### src/rtl/wkp_pkg.sv
package wkp_pkg;
  typedef enum logic [1:0] {
    PH_IDLE   = 2'd0,
    PH_LISTEN = 2'd1,
    PH_HOLD   = 2'd2
  } wkp_phase_e;
endpackage

### src/rtl/wkp_period_timer.sv
module wkp_period_timer #(
  parameter int MW = 16,
  parameter int EW = 5
) (
  input  logic          clk,
  input  logic          rst_n,
  input  logic          tick,
  input  logic          sleeping,
  input  logic          timer_en,
  input  logic [MW-1:0] mant,
  input  logic [EW-1:0] expo,
  output logic          wake_evt,
  output logic          kill
);
  localparam int CW = MW + (1 << EW) - 1;

  logic          sleep_q;
  logic          run_q, run_d;
  logic [CW-1:0] cnt_q, cnt_d;
  logic [CW-1:0] per_full, last_cnt;
  logic          entry;

  assign per_full = CW'(mant) << expo;
  assign last_cnt = per_full - CW'(1);
  assign kill     = !timer_en || !sleeping;
  assign entry    = sleeping && !sleep_q && timer_en;
  assign wake_evt = run_q && !kill && tick && (mant != '0) && (cnt_q == last_cnt);

  always_comb begin
    run_d = run_q;
    cnt_d = cnt_q;
    if (kill) begin
      run_d = 1'b0;
      cnt_d = '0;
    end else if (entry) begin
      run_d = (mant != '0);
      cnt_d = '0;
    end else if (run_q && tick) begin
      if (mant == '0) begin
        run_d = 1'b0;
        cnt_d = '0;
      end else if (cnt_q == last_cnt) begin
        cnt_d = '0;
      end else begin
        cnt_d = cnt_q + CW'(1);
      end
    end
  end

  always_ff @(posedge clk or negedge rst_n) begin
    if (!rst_n) begin
      sleep_q <= 1'b0;
      run_q   <= 1'b0;
      cnt_q   <= '0;
    end else begin
      sleep_q <= sleeping;
      run_q   <= run_d;
      cnt_q   <= cnt_d;
    end
  end
endmodule

### src/rtl/wkp_rx_window.sv
module wkp_rx_window #(
  parameter int LW = 8
) (
  input  logic          clk,
  input  logic          rst_n,
  input  logic          tick,
  input  logic          kill,
  input  logic          wake_evt,
  input  logic          duty_mode,
  input  logic [LW-1:0] listen_ticks,
  input  logic [LW-1:0] hold_ticks,
  input  logic          pre_ok,
  input  logic          sync_ok,
  output logic          rx_on
);
  import wkp_pkg::*;

  wkp_phase_e    ph_q, ph_d;
  logic [LW-1:0] rem_q, rem_d;
  logic          pre_q, pre_d;
  logic          found;

  assign found = sync_ok && (pre_q || pre_ok);
  assign rx_on = (ph_q != PH_IDLE);

  always_comb begin
    ph_d  = ph_q;
    rem_d = rem_q;
    pre_d = pre_q;
    if (kill) begin
      ph_d  = PH_IDLE;
      rem_d = '0;
      pre_d = 1'b0;
    end else if (wake_evt) begin
      pre_d = 1'b0;
      if (duty_mode && (listen_ticks != '0)) begin
        ph_d  = PH_LISTEN;
        rem_d = listen_ticks;
      end else begin
        ph_d  = PH_IDLE;
        rem_d = '0;
      end
    end else begin
      case (ph_q)
        PH_LISTEN: begin
          if (pre_ok) pre_d = 1'b1;
          if (found) begin
            pre_d = 1'b0;
            rem_d = hold_ticks;
            ph_d  = (hold_ticks != '0) ? PH_HOLD : PH_IDLE;
          end else if (tick) begin
            if (rem_q == LW'(1)) begin
              ph_d  = PH_IDLE;
              pre_d = 1'b0;
            end
            rem_d = rem_q - LW'(1);
          end
        end
        PH_HOLD: begin
          if (tick) begin
            if (rem_q == LW'(1)) ph_d = PH_IDLE;
            rem_d = rem_q - LW'(1);
          end
        end
        default: begin
          pre_d = 1'b0;
        end
      endcase
    end
  end

  always_ff @(posedge clk or negedge rst_n) begin
    if (!rst_n) begin
      ph_q  <= PH_IDLE;
      rem_q <= '0;
      pre_q <= 1'b0;
    end else begin
      ph_q  <= ph_d;
      rem_q <= rem_d;
      pre_q <= pre_d;
    end
  end
endmodule

### src/rtl/wkp_irq_flag.sv
module wkp_irq_flag (
  input  logic clk,
  input  logic rst_n,
  input  logic wake_evt,
  input  logic status_rd,
  input  logic irq_mask_n,
  output logic wake_flag,
  output logic irq_n
);
  logic flag_q, flag_d;

  always_comb begin
    flag_d = flag_q;
    if (wake_evt)       flag_d = 1'b1;
    else if (status_rd) flag_d = 1'b0;
  end

  always_ff @(posedge clk or negedge rst_n) begin
    if (!rst_n) flag_q <= 1'b0;
    else        flag_q <= flag_d;
  end

  assign wake_flag = flag_q;
  assign irq_n     = !(flag_q && irq_mask_n);
endmodule

### src/rtl/wkp_wake_ctrl.sv
module wkp_wake_ctrl #(
  parameter int MW = 16,
  parameter int EW = 5,
  parameter int LW = 8
) (
  input  logic          clk,
  input  logic          rst_n,
  input  logic          slow_tick,
  input  logic          sleeping,
  input  logic          timer_en,
  input  logic          duty_mode,
  input  logic          irq_mask_n,
  input  logic [MW-1:0] mant,
  input  logic [EW-1:0] expo,
  input  logic [LW-1:0] listen_ticks,
  input  logic [LW-1:0] hold_ticks,
  input  logic          pre_ok,
  input  logic          sync_ok,
  input  logic          status_rd,
  output logic          rx_on,
  output logic          irq_n,
  output logic          wake_flag
);
  logic wake_evt;
  logic kill;

  wkp_period_timer #(.MW(MW), .EW(EW)) u_timer (
    .clk      (clk),
    .rst_n    (rst_n),
    .tick     (slow_tick),
    .sleeping (sleeping),
    .timer_en (timer_en),
    .mant     (mant),
    .expo     (expo),
    .wake_evt (wake_evt),
    .kill     (kill)
  );

  wkp_rx_window #(.LW(LW)) u_window (
    .clk          (clk),
    .rst_n        (rst_n),
    .tick         (slow_tick),
    .kill         (kill),
    .wake_evt     (wake_evt),
    .duty_mode    (duty_mode),
    .listen_ticks (listen_ticks),
    .hold_ticks   (hold_ticks),
    .pre_ok       (pre_ok),
    .sync_ok      (sync_ok),
    .rx_on        (rx_on)
  );

  wkp_irq_flag u_flag (
    .clk        (clk),
    .rst_n      (rst_n),
    .wake_evt   (wake_evt),
    .status_rd  (status_rd),
    .irq_mask_n (irq_mask_n),
    .wake_flag  (wake_flag),
    .irq_n      (irq_n)
  );
endmodule

### config.mk
export PLATFORM = sky130hd
export DESIGN_NAME = wkp_wake_ctrl
export DESIGN_NICKNAME = d
export VERILOG_FILES = /design/src/rtl/wkp_pkg.sv /design/src/rtl/wkp_period_timer.sv /design/src/rtl/wkp_rx_window.sv /design/src/rtl/wkp_irq_flag.sv /design/src/rtl/wkp_wake_ctrl.sv
export SDC_FILE = /design/constraint.sdc
export NUM_CORES = 1
export LEC_CHECK = 0
export BUFFER_PORTS_ARGS = -buffer_cell sky130_fd_sc_hd__buf_2
export CAP_MARGIN = 10
export CORE_UTILIZATION = 35
export DETAILED_ROUTE_END_ITERATION = 7
export GPL_ROUTABILITY_DRIVEN = 0
export GPL_TIMING_DRIVEN = 1
export PLACE_DENSITY = 0.49
export SLEW_MARGIN = 40
export SYNTH_ARGS = -nofsm -noshare
export SYNTH_HDL_FRONTEND = slang
export SYNTH_HIERARCHICAL = 1
export SYNTH_SLANG_ARGS = --single-unit
### constraint.sdc
create_clock -name clk -period 11 [get_ports clk]
set_input_delay 0.55 -clock clk [delete_from_list [all_inputs] [get_ports clk]]
set_output_delay 0.55 -clock clk [all_outputs]
set_load 0.01 [all_outputs]
==> flow_summary.json <==
{
  "cts_sinks": 61,
  "tightest_slew_ns": 0.880,
  "synth_area_mm2": 0.00880,
  "ys_async_sr_fraction_pct": 100,
  "antenna_found_initial": 0,
  "grt_util_met1_pct": 34.4,
  "totalNegativeSetupSlack_ns": 0,
  "crit_start": "expo[2]",
  "portBuffers": 49,
  "synth-seq-area-share_pct": 17.3,
  "power.density_mw_per_mm2": 87.2,
  "critical_path_class": "in2reg",
  "maxSlewViolCount": 0,
  "fin_crit_sh_pct": 60.0,
  "drt_iter0_drc": 988,
  "setup.worst_path.end_class": "register",
  "ios": 50,
  "switchingPower_uw": 309,
  "reg2regPathDepth": 15,
  "die_h_um": 161,
  "diodes": 0,
  "grtUsageMet2_pct": 39.1,
  "clkLatencyLatePin_ns": 0.34,
  "initial_core_util_pct": 36.0,
  "grt_pass1_wl_um": 50600,
  "ys_types": 96,
  "max-vdd-ir-drop_v": 0.0000655,
  "dp_hpwl_um": 23800,
  "grt-busiest-layer": "met2",
  "power_uw": 831,
  "hold_viol": 0,
  "cts_tree": "built",
  "drt_wl_total_um": 32000,
  "synth_area_per_cell_um2": 7.62,
  "swShare_pct": 37.2,
  "drc": 0,
  "grt_pass1_vias": 8703,
  "rows": 57,
  "core_area_mm2": 0.0245,
  "status": "complete, no violations",
  "grt_use_met3_pct": 3.67,
  "route.detailed.vias_per_inst": 6.49,
  "clkTransAtPathRegs_ns": 0.06,
  "fmax_ghz": 0.152,
  "yosys_register_bits": 61,
  "required_ns": 11.26,
  "yosys.area.top_type": "dfrtp_1",
  "grt_overflow": 0,
  "seqPwrFrac_pct": 27.1,
  "hold_class": "in2async",
  "antenna_left": 0,
  "cts_max_level": 3,
  "pwr-share-clk_pct": 36.2,
  "r2r_setup_slack_ns": 6.26,
  "grt_use_total_pct": 24.9,
  "routedWlPerCell_um": 21.8,
  "p_comb_share_pct": 36.7,
  "p_int_uw": 521,
  "drive_above_1_share_pct": 14.0,
  "drtPass1Iterations": 5,
  "synth_nets": 1208,
  "setup_violations": 0,
  "cap_violations": 0,
  "fin_crit_ns": 6.60,
  "arrival_ns": 6.86,
  "crit_path_end": "u_window/rem_q[2]",
  "nets": 1192,
  "grt_max_degree": 66,
  "rsz0062_at_grt": "no",
  "cts_max_path_buffers": 2,
  "max_slew_margin_pct": 41.3,
  "worst_slack_ns": 4.40,
  "cts_hold_buf": 0,
  "area_growth_pct": 8.26,
  "design.die.area_mm2": 0.0258,
  "startpoint_type": "input pin",
  "synth_area_leaders": "dfrtp_1 (17%), nand2_1 (5.8%), mux2i_1 (4.7%)",
  "die_x_um": 161,
  "leakage_uw": 0.00356,
  "synth_top_area_share_pct": 17.3,
  "post_cts_resized": 0,
  "pre_cts_ws_ns": 4.12,
  "cts_root_buf": "clkbuf_16",
  "r2r-end": "u_window/rem_q[2]",
  "synthCells": 1154,
  "worstPathMaxFanout": 57,
  "skew_ns": 0.00682,
  "synth_ff_type": "dfrtp_1",
  "synth_edf_count": 0,
  "numCtsBuffers": 9,
  "dr_total_vias": 9519,
  "yosysWarnings": 6,
  "rr_startpoint": "u_timer/cnt_q[10]",
  "cts_setup_buffers": 0
}
[critical path, stage by stage]
cell,delay [ns]
buf_2,0.07
buf_4,0.45
clkinv_1,0.81
mux4_2,0.80
mux2i_1,0.37
o21a_1,0.22
a41oi_2,0.32
nor3_1,0.46
xnor2_1,0.17
or4b_1,0.51
a2111oi_0,0.55
nand4_1,0.17
nor4_2,0.29
buf_4,0.28
nor2_1,0.07
nor2_1,0.38
a41oi_1,0.17
o21ai_0,0.18
[cell usage after synthesis (all sizes together) (13+ instances only)]
cell	n
mux2	20
nor4	27
or2	17
clkbuf	55
nand3	63
xor2	20
mux4	18
inv	27
and3	31
nand2	136
o21ai	46
nand2b	14
a211oi	14
nor2	57
buf	37
dfrtp	61
nand4	49
nor2b	17
and2	16
o311ai	26
o211ai	13
a21oi	38
mux2i	41
xnor2	35
nor3	27
[worst min path at each step]
stage | cells past startpoint | endpoint | slack [ns] | startpoint
2_1_floorplan | 0 | u_flag/wake_flag | 0.25 | rst_n
3_3_place_gp | 1 | u_flag/wake_flag | 0.49 | u_flag/wake_flag
3_5_place_dp | 2 | u_window/rem_q[6] | 0.50 | u_window/rem_q[6]
4_1_cts | 2 | u_timer/cnt_q[39] | 0.30 | rst_n
5_1_grt | 2 | u_timer/cnt_q[39] | 0.33 | rst_n
6_report | 2 | u_timer/cnt_q[39] | 0.28 | rst_n
[flip-flops by register name, indices dropped and copies added (netlist names)]
signal	count
u_timer/cnt_q	47
u_window/rem_q	8
u_window/ph_q	2
u_flag/wake_flag	1
u_timer/run_q	1
u_timer/sleep_q	1
u_window/pre_q	1
[power by group through the flow]
stage / logic [µW] / clock network (µW) / registers, µW
after floorplan: 207 / 0 / 229
final: 305 / 301 / 225
after global placement: 296 / 0 / 229
after CTS: 295 / 311 / 225
after detailed placement: 294 / 0 / 229
after global routing: 326 / 319 / 225
[routing by layer]
layer	wire [µm]	vias to the layer above
li1	-	4456
met1	14400	4660
met2	14700	341
met3	1920	62
met4	1030	0
met5	0	-
[cells in the final DEF (no fill, tap or decap), drive strengths merged, types with 31 or more instances in the layout]
master  instances
and3           31
nor2           57
a21oi          38
nand2         136
o21ai          46
buf            65
nand3          63
nand4          49
mux2i          41
dfrtp          61
xnor2          35
[stage by stage]
stage | cells | utilization (%) | area [µm²] | hold WS, ns
2_1_floorplan | 1154 | - | 8800 | 0.254
3_3_place_gp | 1450 | 37.5 | 9160 | 0.491
3_5_place_dp | 1451 | 37.5 | 9170 | 0.495
4_1_cts | 1467 | 38.8 | 9480 | 0.299
5_1_grt | 1467 | 38.9 | 9530 | 0.334
6_report | 1467 | 38.9 | 9530 | 0.276
[cell type report]
cell class / instances / area (µm²)
tap: 324 / 405
timing repair buffer: 65 / 365
multi-input combinational: 973 / 6810
inverter: 28 / 105
sequential: 61 / 1530
fill: 2559 / 14900
clock buffer: 11 / 253
clock inverter: 5 / 58.8
[logic make-up (layout without fill, tap and decap cells)]
logic type	after synthesis	after routing	synth area share, %
AOI/OAI and AO/OA	301	301	25.2
xor gates and xnor gates	55	55	5.47
adders and majority gates	7	7	0.995
buffers and inverters	120	109	5.96
DFF	61	61	17.3
muxes	79	79	11.8
and+or+nand+nor	531	531	33.2
Power figures use the tool's default switching activity.
